==> src/rtl/canfc_pkg.sv <==
package canfc_pkg;

  localparam int FC_CNT_W = 8;

  typedef enum logic [1:0] {
    FC_ACTIVE  = 2'b00,
    FC_PASSIVE = 2'b01,
    FC_BUSOFF  = 2'b10
  } fc_state_e;

  // Sum one bit wider than the counter so the carry flags an overflow.
  function automatic logic [FC_CNT_W:0] fc_add_wide(input logic [FC_CNT_W-1:0] v,
                                                    input logic [FC_CNT_W:0]   inc);
    return {1'b0, v} + inc;
  endfunction

  function automatic logic [FC_CNT_W-1:0] fc_dec_sat(input logic [FC_CNT_W-1:0] v);
    return (v == '0) ? v : v - 1'b1;
  endfunction

  function automatic logic [FC_CNT_W-1:0] fc_inc_sat(input logic [FC_CNT_W-1:0] v);
    return (v == '1) ? v : v + 1'b1;
  endfunction

  function automatic logic fc_at_least(input logic [FC_CNT_W-1:0] v,
                                       input logic [FC_CNT_W-1:0] lvl);
    return v >= lvl;
  endfunction

endpackage

==> src/rtl/canfc_tec_cnt.sv <==
module canfc_tec_cnt import canfc_pkg::*; #(
  parameter int TX_ERR_INC = 8
) (
  input  logic                clk,
  input  logic                rst_n,
  input  logic                clr_i,
  input  logic                hold_i,
  input  logic                err_i,
  input  logic                ok_i,
  output logic [FC_CNT_W-1:0] tec_o,
  output logic                ovf_o
);

  localparam logic [FC_CNT_W:0]   INC_W = (FC_CNT_W + 1)'(TX_ERR_INC);
  localparam logic [FC_CNT_W-1:0] INC_N = FC_CNT_W'(TX_ERR_INC);

  logic [FC_CNT_W-1:0] tec_q, tec_d;
  logic [FC_CNT_W:0]   sum_w;
  logic                err_ev_w, ok_ev_w;

  assign err_ev_w = err_i & ~hold_i & ~clr_i;
  assign ok_ev_w  = ok_i & ~err_i & ~hold_i & ~clr_i;
  assign sum_w    = fc_add_wide(tec_q, INC_W);
  assign ovf_o    = err_ev_w & sum_w[FC_CNT_W];

  always_comb begin
    tec_d = tec_q;
    if (clr_i)         tec_d = '0;
    else if (ovf_o)    tec_d = '0;
    else if (err_ev_w) tec_d = sum_w[FC_CNT_W-1:0];
    else if (ok_ev_w)  tec_d = fc_dec_sat(tec_q);
  end

  always_ff @(posedge clk) begin
    if (!rst_n) tec_q <= '0;
    else        tec_q <= tec_d;
  end

  assign tec_o = tec_q;


  tec_err_step_chk: assert property (@(posedge clk) disable iff (!rst_n)
    (err_ev_w && !ovf_o) |=> (tec_o == $past(tec_o) + INC_N));


  tec_ok_step_chk: assert property (@(posedge clk) disable iff (!rst_n)
    ok_ev_w |=> (tec_o == fc_dec_sat($past(tec_o))));


  tec_ovf_clear_chk: assert property (@(posedge clk) disable iff (!rst_n)
    ovf_o |=> (tec_o == '0));

endmodule

==> src/rtl/canfc_rec_cnt.sv <==
module canfc_rec_cnt import canfc_pkg::*; #(
  parameter int RECOV_SEQ = 128
) (
  input  logic                clk,
  input  logic                rst_n,
  input  logic                clr_i,
  input  logic                busoff_i,
  input  logic                arm_i,
  input  logic                wipe_i,
  input  logic                err_i,
  input  logic                ok_i,
  input  logic                idle_i,
  output logic [FC_CNT_W-1:0] rec_o,
  output logic                last_o
);

  localparam logic [FC_CNT_W-1:0] LAST_V = FC_CNT_W'(RECOV_SEQ - 1);

  logic [FC_CNT_W-1:0] rec_q, rec_d;
  logic                step_w;

  assign step_w = busoff_i & arm_i & idle_i & ~clr_i;
  assign last_o = step_w & (rec_q == LAST_V);

  always_comb begin
    rec_d = rec_q;
    if (clr_i || wipe_i)  rec_d = '0;
    else if (busoff_i) begin
      if (last_o)         rec_d = '0;
      else if (step_w)    rec_d = rec_q + 1'b1;
    end
    else if (err_i)       rec_d = fc_inc_sat(rec_q);
    else if (ok_i)        rec_d = fc_dec_sat(rec_q);
  end

  always_ff @(posedge clk) begin
    if (!rst_n) rec_q <= '0;
    else        rec_q <= rec_d;
  end

  assign rec_o = rec_q;


  rec_frozen_chk: assert property (@(posedge clk) disable iff (!rst_n)
    (busoff_i && !arm_i && !clr_i) |=> $stable(rec_o));


  rec_recov_step_chk: assert property (@(posedge clk) disable iff (!rst_n)
    (step_w && !last_o) |=> (rec_o == $past(rec_o) + 1'b1));


  rec_err_rise_chk: assert property (@(posedge clk) disable iff (!rst_n)
    (err_i && !busoff_i && !clr_i && !wipe_i) |=> (rec_o >= $past(rec_o)));

endmodule

==> src/rtl/canfc_bo_fsm.sv <==
module canfc_bo_fsm (
  input  logic clk,
  input  logic rst_n,
  input  logic clr_i,
  input  logic ovf_i,
  input  logic last_i,
  input  logic start_i,
  input  logic auto_i,
  output logic busoff_o,
  output logic arm_o,
  output logic bo_irq_o,
  output logic done_o
);

  logic bo_q, req_q, irq_q, done_q;
  logic enter_w, leave_w;

  assign enter_w = ~clr_i & ~bo_q & ovf_i;
  assign leave_w = ~clr_i & bo_q & last_i;

  always_ff @(posedge clk) begin
    if (!rst_n) begin
      bo_q   <= 1'b0;
      req_q  <= 1'b0;
      irq_q  <= 1'b0;
      done_q <= 1'b0;
    end else begin
      irq_q  <= enter_w;
      done_q <= leave_w;
      if (clr_i || leave_w) bo_q <= 1'b0;
      else if (enter_w)     bo_q <= 1'b1;
      if (clr_i || leave_w)       req_q <= 1'b0;
      else if (bo_q && start_i)   req_q <= 1'b1;
    end
  end

  assign busoff_o = bo_q;
  assign arm_o    = auto_i | req_q;
  assign bo_irq_o = irq_q;
  assign done_o   = done_q;


  bo_irq_on_entry_chk: assert property (@(posedge clk) disable iff (!rst_n)
    $rose(busoff_o) |-> bo_irq_o);


  bo_irq_single_chk: assert property (@(posedge clk) disable iff (!rst_n)
    bo_irq_o |=> !bo_irq_o);


  bo_done_on_exit_chk: assert property (@(posedge clk) disable iff (!rst_n)
    ($fell(busoff_o) && !$past(clr_i)) |-> done_o);


  bo_req_ignored_chk: assert property (@(posedge clk) disable iff (!rst_n)
    (!busoff_o && start_i) |=> !req_q);

endmodule

==> src/rtl/can_fault_confine.sv <==
module can_fault_confine import canfc_pkg::*; #(
  parameter int TX_ERR_INC  = 8,
  parameter int PASSIVE_LVL = 128,
  parameter int WARN_LVL    = 96,
  parameter int RECOV_SEQ   = 128
) (
  input  logic                  clk,
  input  logic                  rst_n,
  input  logic                  enable_i,
  input  logic                  soft_rst_i,
  input  logic                  snoop_i,
  input  logic                  auto_recov_i,
  input  logic                  start_recov_i,
  input  logic                  tx_err_i,
  input  logic                  rx_err_i,
  input  logic                  tx_ok_i,
  input  logic                  rx_ok_i,
  input  logic                  idle11_i,
  output logic [FC_CNT_W-1:0]   tec_o,
  output logic [FC_CNT_W-1:0]   rec_o,
  output logic [2*FC_CNT_W-1:0] cnt_view_o,
  output logic [1:0]            err_state_o,
  output logic                  warn_o,
  output logic                  busoff_irq_o,
  output logic                  recov_done_o
);

  localparam logic [FC_CNT_W-1:0] PASS_V = FC_CNT_W'(PASSIVE_LVL);
  localparam logic [FC_CNT_W-1:0] WARN_V = FC_CNT_W'(WARN_LVL);

  logic clr_w, busoff_w, arm_w, ovf_w, last_w;
  logic passive_w;
  fc_state_e state_w;

  assign clr_w = soft_rst_i | ~enable_i | snoop_i;

  canfc_tec_cnt #(.TX_ERR_INC(TX_ERR_INC)) tec_i (
    .clk    (clk),
    .rst_n  (rst_n),
    .clr_i  (clr_w),
    .hold_i (busoff_w),
    .err_i  (tx_err_i),
    .ok_i   (tx_ok_i),
    .tec_o  (tec_o),
    .ovf_o  (ovf_w)
  );

  canfc_rec_cnt #(.RECOV_SEQ(RECOV_SEQ)) rec_i (
    .clk      (clk),
    .rst_n    (rst_n),
    .clr_i    (clr_w),
    .busoff_i (busoff_w),
    .arm_i    (arm_w),
    .wipe_i   (ovf_w),
    .err_i    (rx_err_i),
    .ok_i     (rx_ok_i),
    .idle_i   (idle11_i),
    .rec_o    (rec_o),
    .last_o   (last_w)
  );

  canfc_bo_fsm fsm_i (
    .clk      (clk),
    .rst_n    (rst_n),
    .clr_i    (clr_w),
    .ovf_i    (ovf_w),
    .last_i   (last_w),
    .start_i  (start_recov_i),
    .auto_i   (auto_recov_i),
    .busoff_o (busoff_w),
    .arm_o    (arm_w),
    .bo_irq_o (busoff_irq_o),
    .done_o   (recov_done_o)
  );

  assign passive_w = fc_at_least(tec_o, PASS_V) | fc_at_least(rec_o, PASS_V);

  always_comb begin
    if (busoff_w)       state_w = FC_BUSOFF;
    else if (passive_w) state_w = FC_PASSIVE;
    else                state_w = FC_ACTIVE;
  end

  assign err_state_o = state_w;
  assign warn_o      = busoff_w | fc_at_least(tec_o, WARN_V) | fc_at_least(rec_o, WARN_V);
  assign cnt_view_o  = {rec_o, tec_o};


  snoop_zero_chk: assert property (@(posedge clk) disable iff (!rst_n)
    snoop_i |=> (tec_o == '0 && rec_o == '0));


  soft_clear_chk: assert property (@(posedge clk) disable iff (!rst_n)
    soft_rst_i |=> (tec_o == '0 && rec_o == '0 && err_state_o == 2'b00));


  state_legal_chk: assert property (@(posedge clk) disable iff (!rst_n)
    err_state_o != 2'b11);


  done_clean_chk: assert property (@(posedge clk) disable iff (!rst_n)
    recov_done_o |-> (err_state_o == 2'b00 && tec_o == '0 && rec_o == '0));

endmodule

==> config.mk <==
export PLATFORM = sky130hd
export DESIGN_NAME = can_fault_confine
export DESIGN_NICKNAME = d
export VERILOG_FILES = /design/src/rtl/canfc_pkg.sv /design/src/rtl/canfc_tec_cnt.sv /design/src/rtl/canfc_rec_cnt.sv /design/src/rtl/canfc_bo_fsm.sv /design/src/rtl/can_fault_confine.sv
export SDC_FILE = /design/constraint.sdc
export NUM_CORES = 1
export LEC_CHECK = 0
export BUFFER_PORTS_ARGS = -buffer_cell sky130_fd_sc_hd__buf_2
export CORE_MARGIN = 1.5
export CORE_UTILIZATION = 50
export DETAILED_ROUTE_END_ITERATION = 7
export HOLD_SLACK_MARGIN = 0.1
export MAX_ROUTING_LAYER = met4
export PLACE_DENSITY = 0.8
export SLEW_MARGIN = 15
export SYNTH_ARGS = -nofsm -noshare
export SYNTH_HDL_FRONTEND = slang
export SYNTH_SLANG_ARGS = --single-unit
==> constraint.sdc <==
create_clock -name clk -period 2.5 [get_ports clk]
set_input_delay 0.125 -clock clk [delete_from_list [all_inputs] [get_ports clk]]
set_output_delay 0.125 -clock clk [all_outputs]
set_load 0.01 [all_outputs]
==> flow_summary.yaml, run 1 <==
final_layout:
  final-instance-count-excl-fill: 240
  share_of_layout_cells_above_drive_strength_1_pct: 31.10
  antenna_cells_inserted: 0
  final_nets: 229
  area_growth_syn_to_layout_pct: 10.77
  fillCellCount: 253
detailed_routing:
  drcViolationCount: 0
  vias: 1337
  vias_per_inst: 5.571
  avgRoutedWirePerCell_um: 13.73
  drt_first_iter_violations: 82
  detail_route.first_pass.iterations: 4
  antenna_violating_nets_post_route: 0
  routed_wirelength_um: 3294
yosys:
  post_synth_inst_count: 180
  syn-cell-area_um2: 1440
  synth_area_per_cell_um2: 8.001
  asyncSetResetFlopFracSynth_pct: 0
  yosys_most_used_dff: "dfxtp_1"
  muxShareOfSynthArea_pct: 0.6950
  post_synth_num_cell_types: 54
  post-synth-top-area-cell: "dfxtp_1"
  synthesis.nets: 198
  ys_seq_elements: 20
  synth_top_family_by_area: "simple AND/OR/NAND/NOR gates"
  synth_warnings: 0
  synth_adder_area_share_pct: 5.213
  yosys.area_share.xor_xnor_pct: 3.649
  netlist_top_cells_area: "dfxtp_1, buf_4, ha_1"
  post_synth_and_or_nand_nor_area_fraction_pct: 33.80
  synth_top_area_share_pct: 27.80
  number_of_enable_type_register_cells_in_the_synthesized_netlist: 0
  compound_gate_portion_of_the_synthesized_area_pct: 14.68
  synth.yosys.seq_area_share_pct: 27.80
global_routing:
  grt.overflow.total: 0
  groute.usage.overall_pct: 21.05
  grt_antenna_before_repair: 0
  grt_pass1_vias: 1117
  grt_util_met2_pct: 32.06
  busiest_layer: "met2"
  grt.met3_usage_pct: 4.839
  global_route_wire_length_before_repair_um: 5126
  grt_start_max_net_pins: 14
  met1_usage_pct: 27.88
min_path:
  min_to: "fsm_i.busoff_o"
  hold_start: "snoop_i"
  hold_path_class: "primary input to flop"
  hold-path-cell-count: 4
power:
  peakVddDrop_v: 0.0002314
  final_total_pwr_mw: 0.5431
  power_density_nw_per_um2: 340.5
  leakage_nw: 0.7097
floorplan:
  top_level_ports: 49
  floorplan.die_area_um2: 3211
  initial_utilization_pct: 52.68
  chipWidth_um: 56.67
  die_height_um: 56.67
  standard_cell_row_count: 19
  design.core.area_um2: 2734
setup_path:
  worst_r2r_endpoint: "rec_i.rec_o[4]"
  cp_data_arrival_time_ns: 2.33
  cp.buffers_inverters: 1
  timing.rr.start: "rec_i.rec_o[0]"
  setup.worst_path.start: "rec_i.rec_o[0]"
  setup.worst_path.end_class: "flop"
  worstPathMaxFanout: 13
  worst-setup-path-type: "flop to flop"
  r2r_cells: 7
  critical_path.cell_chain: "inv_1, ha_1, nor3b_1, a21boi_1, o22ai_2, or4_1, nand2_1"
  crit_family: "simple AND/OR/NAND/NOR gates"
  worst_ep_required_time_ns: 2.76
  crit_slowest_cell: "or4_1"
  max_stage_delay_ns: 0.50
  startpoint_type: "flop"
  worst-r2r-setup-slack_ns: 0.43
sta:
  final.setup_skew_ns: 0.004245
  setup_viol_count_final: 0
  final_ws_setup_ns: 0.4320
  maxClockFrequency_mhz: 483.6
  setup_repair_after_global_routing_missed_its_margin: "no"
  aggregate_negative_setup_slack_ns: 0
  timing_hold_violations_final: 0
  final_max_slew_viol_count: 0
  slew_headroom_pct: 70.10
  fin_crit_ns: 2.068
  tightestPinTransition_ns: 0.4445
  final.period_utilization_pct: 82.72
job:
  max-cap-violations: 0
place:
  place_hpwl_um: 2459
  gp_routability_congestion: 0.9415
  placed_cells: 235
  io_buffer_count: 48
  dp_slack_ns: 0.4703
clock_network:
  max-clock-path-buffers: 2
  clk_latency_ns: 0.30
  clk_pin_slew_ns: 0.11
  cts-htree-levels: 1
  clockRootBuffer: "clkbuf_4"
  tritoncts: "built"
  cts_num_sinks: 20
  tritoncts.num_buffers: 3
status:
  outcome: "complete, no violations"
## state kept, by name, summed over array words and instances (netlist names)
| name | flops |
|---|---|
| fsm_i.busoff_o | 1 |
| rec_i.rec_o | 8 |
| fsm_i.req_q | 1 |
| fsm_i.done_o | 1 |
| tec_i.tec_o | 8 |
| fsm_i.bo_irq_o | 1 |
## where the power goes
group,switching (mW),leakage [nW],internal (mW)
Clock,0.0993,0.0138,0.0563
Combinational,0.0341,0.535,0.0297
Sequential,0.00361,0.161,0.320
Total,0.137,0.710,0.406
## worst max path at each step
stage          slack [ns]        endpoint  cells after the start
4_1_cts              0.44  rec_i.rec_o[4]                      7
2_1_floorplan        0.57  rec_i.rec_o[2]                      8
3_5_place_dp         0.47  rec_i.rec_o[4]                      7
3_3_place_gp         0.57  rec_i.rec_o[4]                      7
5_1_grt              0.27  rec_i.rec_o[4]                      7
6_report             0.43  rec_i.rec_o[4]                      7
## stage by stage
step           hold slack (ns)  util, %  instance area (um2)
2_1_floorplan           0.2372        -                 1440
3_3_place_gp            0.3612    56.80                 1553
3_5_place_dp            0.3792    56.80                 1553
4_1_cts                 0.1613    58.35                 1595
5_1_grt                 0.1705    58.35                 1595
6_report                0.1571    58.35                 1595
## what timing repair did
item                       in CTS  in global routing
setup endpoints to repair       0                  0
hold endpoints to repair        3                  0
hold buffers                    2                  0
buffers inserted                0                  0
gates resized for setup         0                  0
## cell type report
| class | count | area [um2] | share of cell area, % |
|---|---|---|---|
| well taps | 31 | 38.79 | 2.431 |
| clock buffers | 3 | 22.52 | 1.412 |
| multi-input cells | 127 | 835.8 | 52.39 |
| flip-flops and latches | 20 | 400.4 | 25.10 |
| repair buffers | 51 | 267.8 | 16.78 |
| inverters | 8 | 30.03 | 1.882 |
## layout by cell type, fill, tap and decap left out, types with 2 or more instances in the layout
| cell | instances |
|---|---|
| a21oi_1 | 10 |
| o21ai_0 | 5 |
| nor3_1 | 5 |
| nor2_1 | 19 |
| nand4_1 | 3 |
| clkbuf_4 | 3 |
| ha_1 | 6 |
| or4_1 | 3 |
| o211ai_1 | 2 |
| or2_2 | 2 |
| nor4_2 | 2 |
| or2_1 | 2 |
| xnor2_1 | 5 |
| buf_2 | 48 |
| nand3_1 | 9 |
| nand2_1 | 12 |
| or3_1 | 4 |
| dlygate4sd3_1 | 2 |
| a31oi_1 | 2 |
| nand3b_1 | 3 |
| inv_1 | 8 |
| nor3b_1 | 2 |
| dfxtp_1 | 20 |
| nor4_1 | 2 |
| and4_1 | 2 |
## per-layer routing
metal | routed length (um) | part of all wire [%]
met1 | 1619 | 49
met2 | 1481 | 45
met3 | 157 | 4.8
met4 | 36 | 1.1
met5 | 0 | 0
## worst reg2reg max path: stages (launching register included)
cell and delay (ns):
dfxtp_1 0.47, inv_1 0.14, ha_1 0.22, nor3b_1 0.13, a21boi_1 0.27, o22ai_2 0.22
or4_1 0.50, nand2_1 0.08
## synthesized netlist by cell type, drive strengths merged, types with 2 or more instances
cell type,number
o211ai,2
nor2,20
a31oi,2
nand3,9
or4,3
a21boi,2
buf,22
a21oi,11
nand4,3
nor4b,2
nor3,6
clkbuf,3
nor4,4
nor3b,3
ha,6
inv,8
or3b,3
nand3b,3
and4,2
xnor2,5
or2,4
o21ai,6
or3,5
dfxtp,20
nand2,12
## cells by family after synthesis
family                   count (synthesis)
multiplexers                             1
buffers and inverters                   33
AND/OR/NAND/NOR                         82
AO/OA/AOI/OAI                           32
XOR/XNOR                                 6
adder cells (fa/ha/maj)                  6
flip-flops                              20
(Power assumes the default switching activity.)
==> run 2: changes to the inputs <==
- ABC_AREA: not set -> 1
- CORE_UTILIZATION: 50 -> 52
- clock period: 2.5 -> 1.96 ns (I/O delays scaled with it)
==> flow_summary.yaml, run 2 <==
min_path:
  hold_path_class: "primary input to flop"
yosys:
  synthesis.nets: 294
  syn-cell-area_um2: 1697
  post_synth_most_frequent_cells: "nand2_1, nor2_1, inv_1, nand3_1, dfxtp_1"
  ys_seq_elements: 20
  synth.yosys.seq_area_share_pct: 23.60
  synth_top_area_share_pct: 23.60
  post-synth-top-area-cell: "dfxtp_1"
  post-synth-top-count-cell: "nand2_1"
  asyncSetResetFlopFracSynth_pct: 0
  synth_warnings: 0
  netlist_top_cells_area: "dfxtp_1, nand2_1, nor2_1"
  post_synth_inst_count: 276
  post_synth_num_cell_types: 30
  synth_area_per_cell_um2: 6.147
  yosys_most_used_dff: "dfxtp_1"
  number_of_enable_type_register_cells_in_the_synthesized_netlist: 0
clock_network:
  cts_resized: 0
  tritoncts.num_buffers: 3
  max-clock-path-buffers: 2
  tritoncts: "built"
  clk_latency_ns: 0.32
  cts-htree-levels: 1
  cts_num_sinks: 20
  cts-hold-fix-buffers: 2
  clk_pin_slew_ns: 0.13
  clockRootBuffer: "clkbuf_4"
  postCtsSetupRepairBufs: 0
setup_path:
  worst-r2r-setup-slack_ns: 0.35
  worst_r2r_endpoint: "rec_i.rec_o[5]"
  timing.rr.start: "rec_i.rec_o[0]"
  cp_data_arrival_time_ns: 1.83
  setup.worst_path.start: "rec_i.rec_o[0]"
  timing.critical_path.to: "rec_i.rec_o[5]"
  worst-setup-path-type: "flop to flop"
  worst_ep_required_time_ns: 2.18
  setup.worst_path.end_class: "flop"
  r2r_cells: 12
  startpoint_type: "flop"
  worstPathMaxFanout: 8
final_layout:
  antenna_cells_inserted: 0
  layout.cells.most_common: "nand2_1"
  fillCellCount: 303
  area_growth_syn_to_layout_pct: 12.91
  most_frequent_cells_in_the_layout: "nand2_1, buf_2, nor2_1"
  finalInstanceArea_um2: 1916
  share_of_layout_cells_above_drive_strength_1_pct: 25.32
  final_nets: 331
sta:
  final_max_slew_viol_count: 0
  slew_headroom_pct: 79.13
  setup_repair_after_global_routing_missed_its_margin: "no"
  final.period_utilization_pct: 82.17
  final_ws_setup_ns: 0.3494
  timing_hold_violations_final: 0
  tightestPinTransition_ns: 0.3120
  aggregate_negative_setup_slack_ns: 0
  final.setup_skew_ns: 0.005846
  fin_crit_ns: 1.611
  maxClockFrequency_mhz: 620.9
  setup_viol_count_final: 0
global_routing:
  groute.usage.overall_pct: 23.18
  grt_pass1_vias: 1403
  grt.overflow.total: 0
  grt_start_max_net_pins: 12
  global_route_wire_length_before_repair_um: 6237
  grt_antenna_before_repair: 0
floorplan:
  die_height_um: 60.12
  floorplan.die_area_um2: 3614
  initial_utilization_pct: 55.12
  design.core.area_um2: 3078
  standard_cell_row_count: 20
  top_level_ports: 49
  chipWidth_um: 60.12
detailed_routing:
  antenna_violating_nets_post_route: 0
  vias: 1718
  drcViolationCount: 0
  vias_per_inst: 4.826
  drt_first_iter_violations: 71
  detail_route.first_pass.iterations: 5
  avgRoutedWirePerCell_um: 10.63
  routed_wirelength_um: 3786
power:
  power_density_nw_per_um2: 419.5
  peakVddDrop_v: 0.0003210
  leakage_nw: 1.069
place:
  gp_routability_congestion: 0.9166
  dp_slack_ns: 0.3889
  io_buffer_count: 48
  dpl-instance-area_um2: 1859
  place_hpwl_um: 2951
status:
  outcome: "complete, no violations"
job:
  max-cap-violations: 0
==> run 2: cell types whose count changed after synthesis, moves of 4 or more <==
cell / change
nand2_2: +4
nand3_1: +16
inv_1: +22
nor2_1: +26
xnor2_1: -5
nand2_1: +62
or3_1: -4
inv_2: +4
==> run 2: worst max-delay path: stages, from the launching register on <==
cell	delay, ns
dfxtp_1	0.43
inv_1	0.14
ha_1	0.21
nand2_1	0.07
nor2_1	0.05
nand2_1	0.05
nand2_1	0.04
nand2_1	0.13
nand2_4	0.11
inv_4	0.11
nand2_1	0.06
nand2_1	0.07
nor2_2	0.03
==> run 2: worst min path at each step <==
stage / endpoint / cells past startpoint / slack, ns / from
finish: tec_i.tec_o[1] / 4 / 0.17 / tx_err_i
global route: tec_i.tec_o[1] / 4 / 0.17 / tx_err_i
CTS: tec_i.tec_o[1] / 4 / 0.17 / tx_err_i
detailed placement: fsm_i.done_o / 3 / 0.36 / rst_n
global placement: fsm_i.done_o / 3 / 0.36 / rst_n
floorplan: fsm_i.bo_irq_o / 2 / 0.25 / rst_n
==> run 2: cell families (layout without fill, tap and decap cells) <==
group	Yosys count	after routing	synth area share [%]
simple gates	168	168	45.35
buf+inv	55	91	16.44
compound gates	23	23	8.113
flops	20	20	23.60
fa+ha+maj	6	6	4.425
xor+xnor	4	4	2.065
==> run 2: metrics by stage <==
| stage | total power [mW] | hold WS [ns] | instances | util, % |
|---|---|---|---|---|
| 2_1_floorplan | 0.5159 | 0.2496 | 276 | - |
| 3_3_place_gp | 0.5484 | 0.3553 | 350 | 60.41 |
| 3_5_place_dp | 0.5494 | 0.3605 | 350 | 60.41 |
| 4_1_cts | 0.8055 | 0.1692 | 356 | 62.24 |
| 5_1_grt | 0.8449 | 0.1667 | 356 | 62.24 |
| 6_report | 0.8036 | 0.1729 | 356 | 62.24 |
==> run 2: metal layers <==
metal	wire length [um]	share of wire (%)	global-route usage, %
met1	1891	50	33.86
met2	1620	43	32.30
met3	255	6.7	4.329
met4	19	0.50	6.349
met5	0	0	-
==> run 2: power by group <==
part           switching, mW  internal [mW]  total (mW)
sequential           0.00546          0.410       0.415
combinational         0.0794         0.0502       0.130
clock                  0.145          0.114       0.259
total                  0.230          0.573       0.804
==> run 2: final cells by class <==
class | count | area, um2 | area share [%]
clock buffers | 4 | 36.28 | 1.894
inverters | 37 | 146.4 | 7.642
multi-input cells | 201 | 1017 | 53.10
flip-flops and latches | 20 | 400.4 | 20.90
well taps | 44 | 55.05 | 2.874
repair buffers | 50 | 260.3 | 13.59
==> run 3: changes to the inputs <==
- CORE_UTILIZATION: 52 -> 47
- PLACE_DENSITY: 0.8 -> 0.76
- clock period: 1.96 -> 1.4 ns (I/O delays scaled with it)
==> flow_summary.yaml, run 3 (synthesis gave the netlist of run 2 again) <==
status:
  outcome: "complete, but fails checks"
  violations_in_the_final_reports: "setup timing"
power:
  intPower_mw: 0.9521
  leakage_nw: 1.322
  pwr-share-comb_pct: 18.0
  power_density_nw_per_um2: 532.0
  sw_frac_of_total_pct: 27.21
  switching_power_mw: 0.3559
  peakVddDrop_v: 0.0004874
  clock_power_share_pct: 38.1
  share_seq_of_total_power_pct: 43.9
clock_network:
  max-clock-path-buffers: 2
  cts_num_sinks: 20
  tritoncts.num_buffers: 3
  clk_pin_slew_ns: 0.13
  tritoncts: "built"
  clockRootBuffer: "clkbuf_4"
  cts-htree-levels: 1
  clk_latency_ns: 0.31
global_routing:
  groute.usage.overall_pct: 23.70
  grt_start_max_net_pins: 13
  grt_antenna_before_repair: 0
  grt.overflow.total: 0
  global_route_wire_length_before_repair_um: 7417
  grt_pass1_vias: 1649
sta:
  tightestPinTransition_ns: 0.2864
  timing_hold_violations_final: 0
  fin_crit_ns: 1.460
  final.period_utilization_pct: 104.3
  setup_repair_after_global_routing_missed_its_margin: "yes"
  maxClockFrequency_mhz: 684.8
  final.setup_skew_ns: 0.004608
  slew_headroom_pct: 80.86
  setup_viol_count_final: 7
  final_ws_setup_ns: -0.06024
  final_max_slew_viol_count: 0
floorplan:
  floorplan.die_area_um2: 3979
  design.core.area_um2: 3390
  initial_utilization_pct: 50.06
  standard_cell_row_count: 21
  top_level_ports: 49
  die_height_um: 63.08
  chipWidth_um: 63.08
final_layout:
  fillCellCount: 246
  finalInstanceArea_um2: 2459
  most_frequent_cells_in_the_layout: "nand2_1, buf_2, nor2_1"
  layout.cells.most_common: "nand2_1"
  post-route-util_pct: 72.54
  share_of_layout_cells_above_drive_strength_1_pct: 48.99
  antenna_cells_inserted: 0
  area_growth_syn_to_layout_pct: 44.91
  final_nets: 366
job:
  max-cap-violations: 0
setup_path:
  max_stage_delay_ns: 0.40
  startpoint_type: "flop"
  cp_common_cell: "nand2_1"
  cp_data_arrival_time_ns: 1.69
  crit_slowest_cell: "dfxtp_4"
  setup.worst_path.end_class: "flop"
  worst_ep_required_time_ns: 1.62
  worstPathMaxFanout: 4
  worst-setup-path-type: "flop to flop"
  critical_path.cell_chain: "inv_2, ha_4, nand2_1, nor2_1, nand2_1, nand2_1, nand2_2, buf_4, nand3_1, nand2_1, inv_1, nor2_1"
detailed_routing:
  drt_first_iter_violations: 174
  vias_per_inst: 5.272
  routed_wirelength_um: 5362
  vias: 2072
  antenna_violating_nets_post_route: 0
  detail_route.first_pass.iterations: 4
  avgRoutedWirePerCell_um: 13.64
  drcViolationCount: 0
place:
  dpl-instance-area_um2: 2092
  place_hpwl_um: 3344
  io_buffer_count: 48
  gp_routability_congestion: 0.9938
min_path:
  hold_path_class: "primary input to flop"
-- run 3: worst paths after layout --
path	from	end	slack [ns]	cells after the start
hold reg to reg	fsm_i.req_q	fsm_i.req_q	0.51	2
setup / recovery	rec_i.rec_o[1]	rec_i.rec_o[3]	-0.06	12
setup reg to reg	rec_i.rec_o[1]	rec_i.rec_o[3]	-0.06	12
hold / removal	tx_err_i	tec_i.tec_o[1]	0.15	4
-- run 3: power groups by stage --
| stage | combinational [mW] | sequential (mW) | clock (mW) |
|---|---|---|---|
| after floorplan | 0.128 | 0.595 | 0 |
| after global placement | 0.194 | 0.592 | 0 |
| after detailed placement | 0.195 | 0.592 | 0 |
| after CTS | 0.203 | 0.576 | 0.499 |
| after global routing | 0.256 | 0.576 | 0.537 |
| final | 0.235 | 0.575 | 0.498 |
-- run 3: routing by layer --
metal  routed length (um)  global-route usage, %  vias to the layer above
li1                     -                      -                      998
met2                 2543                  35.24                      114
met1                 2287                  33.96                      945
met5                    0                      -                        -
met3                  421                  3.571                       15
met4                  110                  5.278                        0
-- run 3: what timing repair did --
item / CTS / global route
buffers inserted: 2 / 4
setup endpoints to repair: 13 / 19
pin swaps: 11 / 19
gates resized for setup: 20 / 61
hold buffers: 2 / 0
endpoints found under the hold margin: 3 / 0
-- run 3: through the flow --
step                setup slack [ns]  std cells  power [mW]   TNS [ns]  hold slack [ns]
floorplan                  -0.006733        276      0.7225  -0.006733           0.2216
global placement            -0.09426        382      0.7859    -0.3366           0.3319
detailed placement          -0.09372        382      0.7869    -0.3162           0.3255
CTS                         -0.01388        390       1.279   -0.02646           0.1183
global route                 -0.1489        393       1.368     -1.028           0.1418
finish                      -0.06024        393       1.308    -0.2288           0.1548
-- run 3: critical path, delay by kind of cell, from the launching register on --
kind          cells  cell delay [ns]
simple gates      8             0.56
flops             1             0.40
buf+inv           3             0.29
fa+ha+maj         1             0.12
-- run 3: layout make-up --
type	instances	area [um2]	share of cell area, %
Timing Repair Buffer	85	538.0	21.88
Tap cell	46	57.56	2.341
Clock buffer	3	22.52	0.9160
Multi-Input combinational cell	201	1227	49.92
Clock inverter	1	30.03	1.221
Inverter	37	156.4	6.361
Sequential cell	20	426.7	17.35
